<file path="src/rtl/fh_pkg.sv">
package fh_pkg;

  // Bucket width selection decoded from the buffer-size selector
  typedef enum logic [1:0] {
    BKT_NARROW = 2'd0,
    BKT_MID    = 2'd1,
    BKT_WIDE   = 2'd2
  } fh_width_e;

  // Strobes passed from control to datapath
  typedef struct packed {
    logic      capture;
    logic      usePerfect;
    fh_width_e widthSel;
  } fh_strobe_t;

endpackage

</file>
<file path="src/rtl/fh_hash_core.sv">
module fh_hash_core #(
  parameter int WORD_W    = 32,
  parameter int NUM_WORDS = 11,
  parameter int HASH_W    = 16
) (
  input  logic [WORD_W*NUM_WORDS-1:0] desc,
  input  logic [WORD_W-1:0]           key,
  output logic [HASH_W-1:0]           hash
);

  localparam int HALF = WORD_W / 2;

  logic [WORD_W-1:0] word0;
  logic [WORD_W-1:0] common;
  logic [WORD_W-1:0] hiMix;
  logic [WORD_W-1:0] loPre;
  logic [WORD_W-1:0] loMix;
  logic [WORD_W-1:0] termLo [HALF];
  logic [WORD_W-1:0] termHi [HALF];
  logic [WORD_W-1:0] acc;
  logic              unusedAccHi;

  assign word0 = desc[WORD_W-1:0];

  // Fold the field words together
  always_comb begin
    common = '0;
    for (int w = 1; w < NUM_WORDS; w++) begin
      common = common ^ desc[w*WORD_W +: WORD_W];
    end
  end

  // High word takes word 0 early, low word takes it after key bit 0
  assign hiMix = common ^ word0 ^ (word0 >> HALF);
  assign loPre = {common[HALF-1:0], common[WORD_W-1:HALF]};
  assign loMix = loPre ^ word0 ^ (word0 << HALF);

  for (genvar i = 0; i < HALF; i++) begin : g_term
    if (i == 0) begin : g_first
      assign termLo[i] = key[i] ? loPre : '0;
    end else begin : g_rest
      assign termLo[i] = key[i] ? (loMix >> i) : '0;
    end
    assign termHi[i] = key[i+HALF] ? (hiMix >> i) : '0;
  end

  always_comb begin
    acc = '0;
    for (int i = 0; i < HALF; i++) begin
      acc = acc ^ termLo[i] ^ termHi[i];
    end
  end

  assign hash        = acc[HASH_W-1:0];
  assign unusedAccHi = ^acc[WORD_W-1:HASH_W];

endmodule

</file>
<file path="src/rtl/fh_control.sv">
module fh_control
  import fh_pkg::*;
(
  input  logic       clk,
  input  logic       rstN,
  input  logic       inValid,
  input  logic       perfectMode,
  input  logic [1:0] bufSel,
  output fh_strobe_t strb,
  output logic       outValid
);

  fh_width_e widthDec;

  always_comb begin
    case (bufSel)
      2'd1:    widthDec = BKT_MID;
      2'd2:    widthDec = BKT_WIDE;
      default: widthDec = BKT_NARROW;
    endcase
  end

  assign strb.capture    = inValid;
  assign strb.usePerfect = perfectMode;
  assign strb.widthSel   = widthDec;

  always_ff @(posedge clk or negedge rstN) begin
    if (!rstN) outValid <= 1'b0;
    else       outValid <= inValid;
  end


  valid_follow_chk: assert property (@(posedge clk) disable iff (!rstN)
    inValid |=> outValid);


  idle_quiet_chk: assert property (@(posedge clk) disable iff (!rstN)
    !inValid |=> !outValid);

endmodule

</file>
<file path="src/rtl/fh_datapath.sv">
module fh_datapath
  import fh_pkg::*;
#(
  parameter int WORD_W      = 32,
  parameter int NUM_WORDS   = 11,
  parameter int HASH_W      = 16,
  parameter int BKT_W_SMALL = 13,
  parameter int BKT_W_MID   = 14,
  parameter int BKT_W_LARGE = 15
) (
  input  logic                        clk,
  input  logic                        rstN,
  input  fh_strobe_t                  strb,
  input  logic [WORD_W*NUM_WORDS-1:0] desc,
  input  logic [WORD_W-1:0]           bucketKey,
  input  logic [WORD_W-1:0]           sigKey,
  input  logic [HASH_W-1:0]           softIdx,
  output logic [2*HASH_W-1:0]         cmdWord
);

  localparam int NUM_KEYS = 2;

  function automatic logic [HASH_W-1:0] lowOnes(int n);
    logic [HASH_W-1:0] m;
    m = '0;
    for (int j = 0; j < HASH_W; j++) begin
      if (j < n) m[j] = 1'b1;
    end
    return m;
  endfunction

  function automatic logic [HASH_W-1:0] maskOf(fh_width_e w);
    case (w)
      BKT_MID:  return lowOnes(BKT_W_MID);
      BKT_WIDE: return lowOnes(BKT_W_LARGE);
      default:  return lowOnes(BKT_W_SMALL);
    endcase
  endfunction

  logic [WORD_W-1:0] keySet  [NUM_KEYS];
  logic [HASH_W-1:0] hashSet [NUM_KEYS];
  logic [HASH_W-1:0] bucketField;
  logic [HASH_W-1:0] upperField;

  assign keySet[0] = bucketKey;
  assign keySet[1] = sigKey;

  for (genvar k = 0; k < NUM_KEYS; k++) begin : g_core
    fh_hash_core #(
      .WORD_W   (WORD_W),
      .NUM_WORDS(NUM_WORDS),
      .HASH_W   (HASH_W)
    ) u_core (
      .desc(desc),
      .key (keySet[k]),
      .hash(hashSet[k])
    );
  end

  assign bucketField = hashSet[0] & maskOf(strb.widthSel);
  assign upperField  = strb.usePerfect ? softIdx : hashSet[1];

  always_ff @(posedge clk or negedge rstN) begin
    if (!rstN)             cmdWord <= '0;
    else if (strb.capture) cmdWord <= {upperField, bucketField};
  end


  hold_chk: assert property (@(posedge clk) disable iff (!rstN)
    !$past(strb.capture) |-> $stable(cmdWord));


  bucket_range_chk: assert property (@(posedge clk) disable iff (!rstN)
    $past(strb.capture) |->
      ((cmdWord[HASH_W-1:0] & ~maskOf($past(strb.widthSel))) == '0));


  perfect_index_chk: assert property (@(posedge clk) disable iff (!rstN)
    ($past(strb.capture) && $past(strb.usePerfect)) |->
      (cmdWord[2*HASH_W-1:HASH_W] == $past(softIdx)));

endmodule

</file>
<file path="src/rtl/flow_hash_unit.sv">
module flow_hash_unit
  import fh_pkg::*;
#(
  parameter int WORD_W      = 32,
  parameter int NUM_WORDS   = 11,
  parameter int HASH_W      = 16,
  parameter int BKT_W_SMALL = 13,
  parameter int BKT_W_MID   = 14,
  parameter int BKT_W_LARGE = 15
) (
  input  logic                        clk,
  input  logic                        rstN,
  input  logic                        inValid,
  input  logic                        perfectMode,
  input  logic [1:0]                  bufSel,
  input  logic [WORD_W*NUM_WORDS-1:0] desc,
  input  logic [WORD_W-1:0]           bucketKey,
  input  logic [WORD_W-1:0]           sigKey,
  input  logic [HASH_W-1:0]           softIdx,
  output logic                        outValid,
  output logic [2*HASH_W-1:0]         cmdWord
);

  fh_strobe_t strb;

  fh_control u_ctrl (
    .clk        (clk),
    .rstN       (rstN),
    .inValid    (inValid),
    .perfectMode(perfectMode),
    .bufSel     (bufSel),
    .strb       (strb),
    .outValid   (outValid)
  );

  fh_datapath #(
    .WORD_W     (WORD_W),
    .NUM_WORDS  (NUM_WORDS),
    .HASH_W     (HASH_W),
    .BKT_W_SMALL(BKT_W_SMALL),
    .BKT_W_MID  (BKT_W_MID),
    .BKT_W_LARGE(BKT_W_LARGE)
  ) u_dp (
    .clk      (clk),
    .rstN     (rstN),
    .strb     (strb),
    .desc     (desc),
    .bucketKey(bucketKey),
    .sigKey   (sigKey),
    .softIdx  (softIdx),
    .cmdWord  (cmdWord)
  );

endmodule

</file>
<file path="config.mk">
export PLATFORM = sky130hd
export DESIGN_NAME = flow_hash_unit
export DESIGN_NICKNAME = d
export VERILOG_FILES = /design/src/rtl/fh_pkg.sv /design/src/rtl/fh_hash_core.sv /design/src/rtl/fh_control.sv /design/src/rtl/fh_datapath.sv /design/src/rtl/flow_hash_unit.sv
export SDC_FILE = /design/constraint.sdc
export NUM_CORES = 1
export LEC_CHECK = 0
export BUFFER_PORTS_ARGS = -buffer_cell sky130_fd_sc_hd__buf_2
export CORE_MARGIN = 2
export CORE_UTILIZATION = 63
export DETAILED_ROUTE_END_ITERATION = 12
export PLACE_DENSITY_LB_ADDON = 0.2
export SLEW_MARGIN = 20
export SYNTH_ARGS = -nofsm -noshare
export SYNTH_HDL_FRONTEND = slang
export SYNTH_HIERARCHICAL = 1
export SYNTH_SLANG_ARGS = --single-unit
</file>
<file path="constraint.sdc">
create_clock -name clk -period 1.2 [get_ports clk]
set_input_delay 0.36 -clock clk [delete_from_list [all_inputs] [get_ports clk]]
set_output_delay 0.36 -clock clk [all_outputs]
set_load 0.01 [all_outputs]
</file>
==> metrics.yaml, run 1 <==
logic_synthesis:
  yosysWarningCount: 6
  synth_nets: 3293
  syn_area_um2: 21700
  syn_inst: 2854
  synth.avg_cell_area_um2: 7.60
run_status:
  tool.error: "[ERROR GRT-0116] Global routing finished with congestion. Check the congestion regions in the DRC Viewer."
  status: "aborted with a tool error"
  haltStage: "global routing (5_1_grt)"
cts:
  cts_max_level: 2
  cts_buffers: 5
  root_buffer: "clkbuf_16"
  clockBufferDepth: 2
place:
  port_buffers: 469
  gp_congestion: 1.07
  hpwlAfterDp_mm: 80.4
die:
  die_w_um: 190
  ios: 471
  die_y_um: 190
  start_util: 0.643
  rows: 67
global_route:
  grt_pass1_vias: 31000
  globalRouteOverflowTotal: 144
  track_usage: 0.761
  grt_max_degree: 33
  grt_pass1_wl_mm: 202
-- per-layer routing --
layer	overflow	GRT usage
met4	69	0.772
met2	73	0.953
met1	1	0.733
met5	0	0.235
met3	1	0.616
-- stage by stage --
stage / instances / util / worst slack, ns / area [µm²]
3_3_place_gp: 4164 / 0.866 / -2.15 / 29200
3_5_place_dp: 4164 / 0.866 / -2.30 / 29200
2_1_floorplan: 2854 / - / -1.58 / 21900
4_1_cts: 4210 / 0.915 / -1.85 / 30800
-- timing repair --
item,4_1_cts
buffers inserted,42
endpoints found under the setup margin,50
pin swaps,164
resized for setup,237
gates cloned,2
hold buffers,0
==> run 2, diff against run 1 <==
- CORE_UTILIZATION: 63 -> 40
- PLACE_DENSITY_LB_ADDON: 0.2 -> 0.15
==> metrics.yaml, run 2 <==
run_status:
  status: "finished with violations"
  violations: "negative setup slack"
power:
  power_density_nw_per_um2: 3890
  vdd_drop_max_mv: 3.09
  p_leak_nw: 15.4
cells_and_area:
  top_register: "u_dp/cmdWord"
  layout_common_cells: "nand2_1 (905), xnor2_1 (797), buf_4 (515)"
  multi_input_area_um2: 22300
  drive_gt1_frac: 0.390
  regArea_um2: 803
  stdcell_count: 4471
  final_common_cell: "nand2_1"
  synthToLayoutAreaGrowth_pct: 51.0
  layout.nets: 4210
  largest_register_ff_count: 31
  utilization: 0.610
  n_fill_cell: 4864
  reg_top3: "u_dp/cmdWord x31, u_ctrl/outValid x1"
cts:
  root_buffer: "clkbuf_16"
  cts_tree: "done"
  clkSinkCount: 32
  hold_buffers: 0  # unchanged
  path_clk_slew_ns: 0.07
  insertion_delay_ns: 0.30
  clockBufferDepth: 2  # unchanged
  cts_buffers: 5  # unchanged
  cts_max_level: 2  # unchanged
worst_setup_path:
  crit_type: "in -> reg"
  cp.arrival_ns: 3.26
  cp_max_fo: 7
  crit_path_start_kind: "primary input"
  crit_path_end_kind: "flop"
  required_ns: 1.39
drt:
  routed_wl_mm: 98.8
  first_pass_iters: 7
  drcViolationCount: 0
  wl_per_cell_um: 22.1
  num_vias: 22500
  drt_iter0_drc: 2016
  viasPerCell: 5.04
  ant_nets: 0
place:
  hpwlAfterDp_mm: 78.4  # -2.5%
  gp_congestion: 1.00  # -5.9%
  placed_cells: 4380  # +5.2%
  place_ws_ns: -2.31  # -0.00877 ns
  port_buffers: 469  # unchanged
die:
  core_um2: 53700
  ios: 471  # unchanged
  rows: 85  # +27%
  die_y_um: 237  # +25%
  start_util: 0.404  # -0.240
  die_w_um: 237  # +25%
  dieArea_um2: 56100
timing:
  skew_ns: 0
  rsz0062_at_grt: "true"
  slew_viol_final: 0
  setup_slack_ns: -1.87
  clock.fmax_mhz: 326
  setup_tns_ns: -53.85
  finalSetupViolCount: 48
  hold_viol_final: 0
  min_period_ns: 3.07
  post-route-period-util: 2.56
global_route:
  antenna_found_initial: 4
  grt_pass1_vias: 22800
  track_usage: 0.338
  grt_use_met2: 0.593
  grt_max_degree: 33
  busiest_layer: "met2"
  grtUsageMet3: 0.0318
  grtUsageMet1: 0.430
  grt_pass1_wl_mm: 143
  globalRouteOverflowTotal: 0
logic_synthesis:
  syn_area_um2: 21700  # unchanged
  synth.avg_cell_area_um2: 7.60  # unchanged
  syn_inst: 2854  # unchanged
  yosysWarningCount: 6  # unchanged
  synth_nets: 3293  # unchanged
flow_run:
  max_cap_violations: 0
hold_path:
  hp-class: "in -> async"
[run 2: layout make-up]
cell class | instances | area share
Inverter | 5 | 0.000573
Timing Repair Buffer | 1098 | 0.261
Tap cell | 696 | 0.0266
Sequential cell | 32 | 0.0245
Antenna cell | 4 | 0.000306
Multi-Input combinational cell | 2629 | 0.682
Clock buffer | 7 | 0.00466
[run 2: critical path: stages]
cell and delay [ns]:
buf_8 0.10, buf_6 0.12, xnor2_4 0.14, xnor2_2 0.20
buf_4 0.17, buf_6 0.09, xor3_2 0.44, buf_12 0.17
buf_4 0.14, nand2_1 0.08, xor2_1 0.14, xnor3_1 0.44
xnor2_2 0.28, xnor2_2 0.11, mux2_4 0.26
[run 2: layer usage]
metal | up-vias | share of wire
li1 | 10400 | -
met1 | 10800 | 0.40
met2 | 1119 | 0.48
met3 | 221 | 0.073
met4 | 2 | 0.048
met5 | - | 0.00013
[run 2: stage by stage]
stage	hold WS (ns)	power, mW	instance area, µm²
2_1_floorplan	0.0644	72.2	21900
3_3_place_gp	0.351	106	29300
3_5_place_dp	0.351	107	29300
4_1_cts	0.0135	120	31200
5_1_grt	0.0189	133	32700
6_report	0.00727	127	32700
[run 2: what timing repair did]
| item | CTS | global route |
|---|---|---|
| cloned | 1 | 1 |
| pin swaps | 177 | 214 |
| setup endpoints to repair | 56 | 61 |
| setup buffers | 46 | 46 |
| resized for setup | 277 | 223 |
[run 2: where the power goes]
part	switching (mW)	internal (mW)	leakage (nW)
clock network	0.659	0.877	0.0760
logic	59.2	64.3	15.0
registers	0.482	1.96	0.367
[run 2: final timing paths]
kind                                    endpoint  slack, ns  cells past startpoint       startpoint
max in group asynchronous       u_dp/cmdWord[17]       0.92                      2             rstN
worst max register to register   u_dp/cmdWord[7]       0.16                      3  u_dp/cmdWord[7]
worst max-delay path             u_dp/cmdWord[1]      -1.87                     15        desc[151]
worst min register to register   u_dp/cmdWord[3]       0.50                      1  u_dp/cmdWord[3]
worst min-delay path             u_dp/cmdWord[9]      0.007                      2             rstN
min in group clk                u_dp/cmdWord[18]       0.35                      3       softIdx[2]
Power figures use the tool's default switching activity.
==> run 3, diff against run 2 <==
- MAX_ROUTING_LAYER: unset -> met4
==> metrics.yaml, run 3 (synthesis results as in run 2) <==
run_status:
  status: "finished with violations"
  violations: "negative setup slack"
timing:
  rsz0062_at_grt: "true"
  min_period_ns: 3.07  # +0.00568 ns
  setup_tns_ns: -55.27  # -1.42 ns
  clock.fmax_mhz: 325  # -0.18%
  setup_slack_ns: -1.87  # -0.00568 ns
  skew_ns: 0  # unchanged
  slew_viol_final: 0  # unchanged
  post-route-period-util: 2.56  # +0.00473
  finalSetupViolCount: 43  # -10%
  hold_viol_final: 0  # unchanged
drt:
  viasPerCell: 5.06  # +0.28%
  first_pass_iters: 6  # -1
  num_vias: 22800  # +1.0%
  routed_wl_mm: 99.6  # +0.79%
  wl_per_cell_um: 22.1  # about the same
  drcViolationCount: 0  # unchanged
  drt_iter0_drc: 1973  # -2.1%
  ant_nets: 0  # unchanged
cells_and_area:
  synthToLayoutAreaGrowth_pct: 54.6
  stdcell_count: 4504  # +0.74%
  top_register: "u_dp/cmdWord"
  layout.nets: 4240  # +0.71%
  final_common_cell: "nand2_1"
  design_area_um2: 33500  # +2.4%
  largest_register_ff_count: 31  # unchanged
  reg_top3: "u_dp/cmdWord x31, u_ctrl/outValid x1"
  n_fill_cell: 4747  # -2.4%
  multi_input_area_um2: 22700  # +1.8%
  drive_gt1_frac: 0.411  # +0.0206
  regArea_um2: 802  # -0.16%
  layout_common_cells: "nand2_1 (872), xnor2_1 (772), buf_4 (520)"
power:
  finalPower_mw: 132  # +3.9%
  p_leak_nw: 15.9  # +3.0%
  vdd_drop_max_mv: 2.24  # -27%
  power_density_nw_per_um2: 3950  # +1.5%
die:
  core_um2: 53700  # unchanged
  ios: 471  # unchanged
  die_y_um: 237  # unchanged
  dieArea_um2: 56100  # unchanged
  die_w_um: 237  # unchanged
  start_util: 0.404  # unchanged
  rows: 85  # unchanged
flow_run:
  max_cap_violations: 0  # unchanged
worst_setup_path:
  required_ns: 1.43  # +0.04 ns
  cp.arrival_ns: 3.31  # +0.05 ns
  reg2reg_depth: 3  # unchanged
  cp_max_fo: 4  # -3
  crit_path_start_kind: "primary input"
  r2r_slack_ns: 0.19  # +0.03 ns
  crit_type: "in -> reg"
  worstReg2RegStart: "u_dp/cmdWord[1]"
  reg2reg_to: "u_dp/cmdWord[1]"
  crit_path_end_kind: "flop"
cts:
  hold_buffers: 0  # unchanged
  clkSinkCount: 32  # unchanged
  cts_max_level: 2  # unchanged
  insertion_delay_ns: 0.30  # about the same
  cts_buffers: 5  # unchanged
  clockBufferDepth: 2  # unchanged
  root_buffer: "clkbuf_16"
  cts_tree: "done"
  path_clk_slew_ns: 0.07  # about the same
global_route:
  track_usage: 0.353  # +0.0149
  antenna_found_initial: 6  # +2
  grt_max_degree: 33  # unchanged
  grt_pass1_vias: 23100  # +1.6%
  globalRouteOverflowTotal: 0  # unchanged
  grt_pass1_wl_mm: 145  # +1.5%
place:
  place_area_um2: 29300  # about the same
  hpwlAfterDp_mm: 78.8  # +0.57%
  gp_congestion: 1.00  # -0.20%
  port_buffers: 469  # unchanged
  placed_cells: 4381  # +0.023%
hold_path:
  hp-class: "in -> async"
==> run 3: cell type report <==
type,count,share of cell area
diodes,7,0.000523
multi-input cells,2629,0.678
repair buffers,1128,0.266
well taps,696,0.0260
clock buffers,7,0.00455
inverters,5,0.000560
flip-flops and latches,32,0.0239
==> run 3: routing by layer <==
| metal | share of wire | vias up | wire length (µm) | GRT usage |
|---|---|---|---|---|
| met1 | 0.40 | 10900 | 39700 | 0.435 |
| met5 | 0 | - | 0 | - |
| li1 | - | 10500 | - | - |
| met2 | 0.48 | 1160 | 47600 | 0.591 |
| met3 | 0.067 | 246 | 6710 | 0.0340 |
| met4 | 0.056 | 0 | 5530 | 0.150 |
==> run 3: worst max path at each step <==
stage | from | end | slack, ns | cells past startpoint
6_report | desc[276] | u_dp/cmdWord[16] | -1.87 | 14
5_1_grt | desc[254] | u_dp/cmdWord[19] | -1.97 | 15
4_1_cts | desc[55] | u_dp/cmdWord[9] | -1.85 | 14
3_5_place_dp | desc[312] | u_dp/cmdWord[9] | -2.39 | 12
3_3_place_gp | desc[312] | u_dp/cmdWord[9] | -2.36 | 12
2_1_floorplan | desc[242] | u_dp/cmdWord[11] | -1.58 | 10
==> run 3: through the flow <==
| stage | hold WS (ns) | util | setup slack [ns] |
|---|---|---|---|
| after floorplan | 0.0644 | - | -1.58 |
| after global routing | 0.0249 | 0.624 | -1.97 |
| after detailed placement | 0.345 | 0.545 | -2.39 |
| after global placement | 0.345 | 0.545 | -2.36 |
| final | 0.0110 | 0.624 | -1.87 |
| after CTS | 0.0115 | 0.584 | -1.85 |
==> run 3: critical path, cell delays in order <==
cell and delay, ns:
buf_8 0.10, xnor2_2 0.14, xnor3_2 0.47, buf_4 0.16, xor3_1 0.46, nand2_1 0.11, xnor2_1 0.18, xnor3_1 0.26
xnor2_1 0.29, xnor2_2 0.17, buf_4 0.17, xnor2_2 0.17, mux2i_1 0.09, a21oi_1 0.14
==> run 3: repair_timing <==
action | in CTS | in global routing
pin swaps | 216 | 258
endpoints found under the setup margin | 53 | 60
gates cloned | 2 | 2
buffers inserted | 60 | 62
resized for setup | 298 | 321
endpoints found under the hold margin | 0 | 0
==> run 3: report_power, final <==
part,internal (mW),switching [mW]
clock network,0.877,0.646
registers,1.96,0.433
logic,66.9,61.6
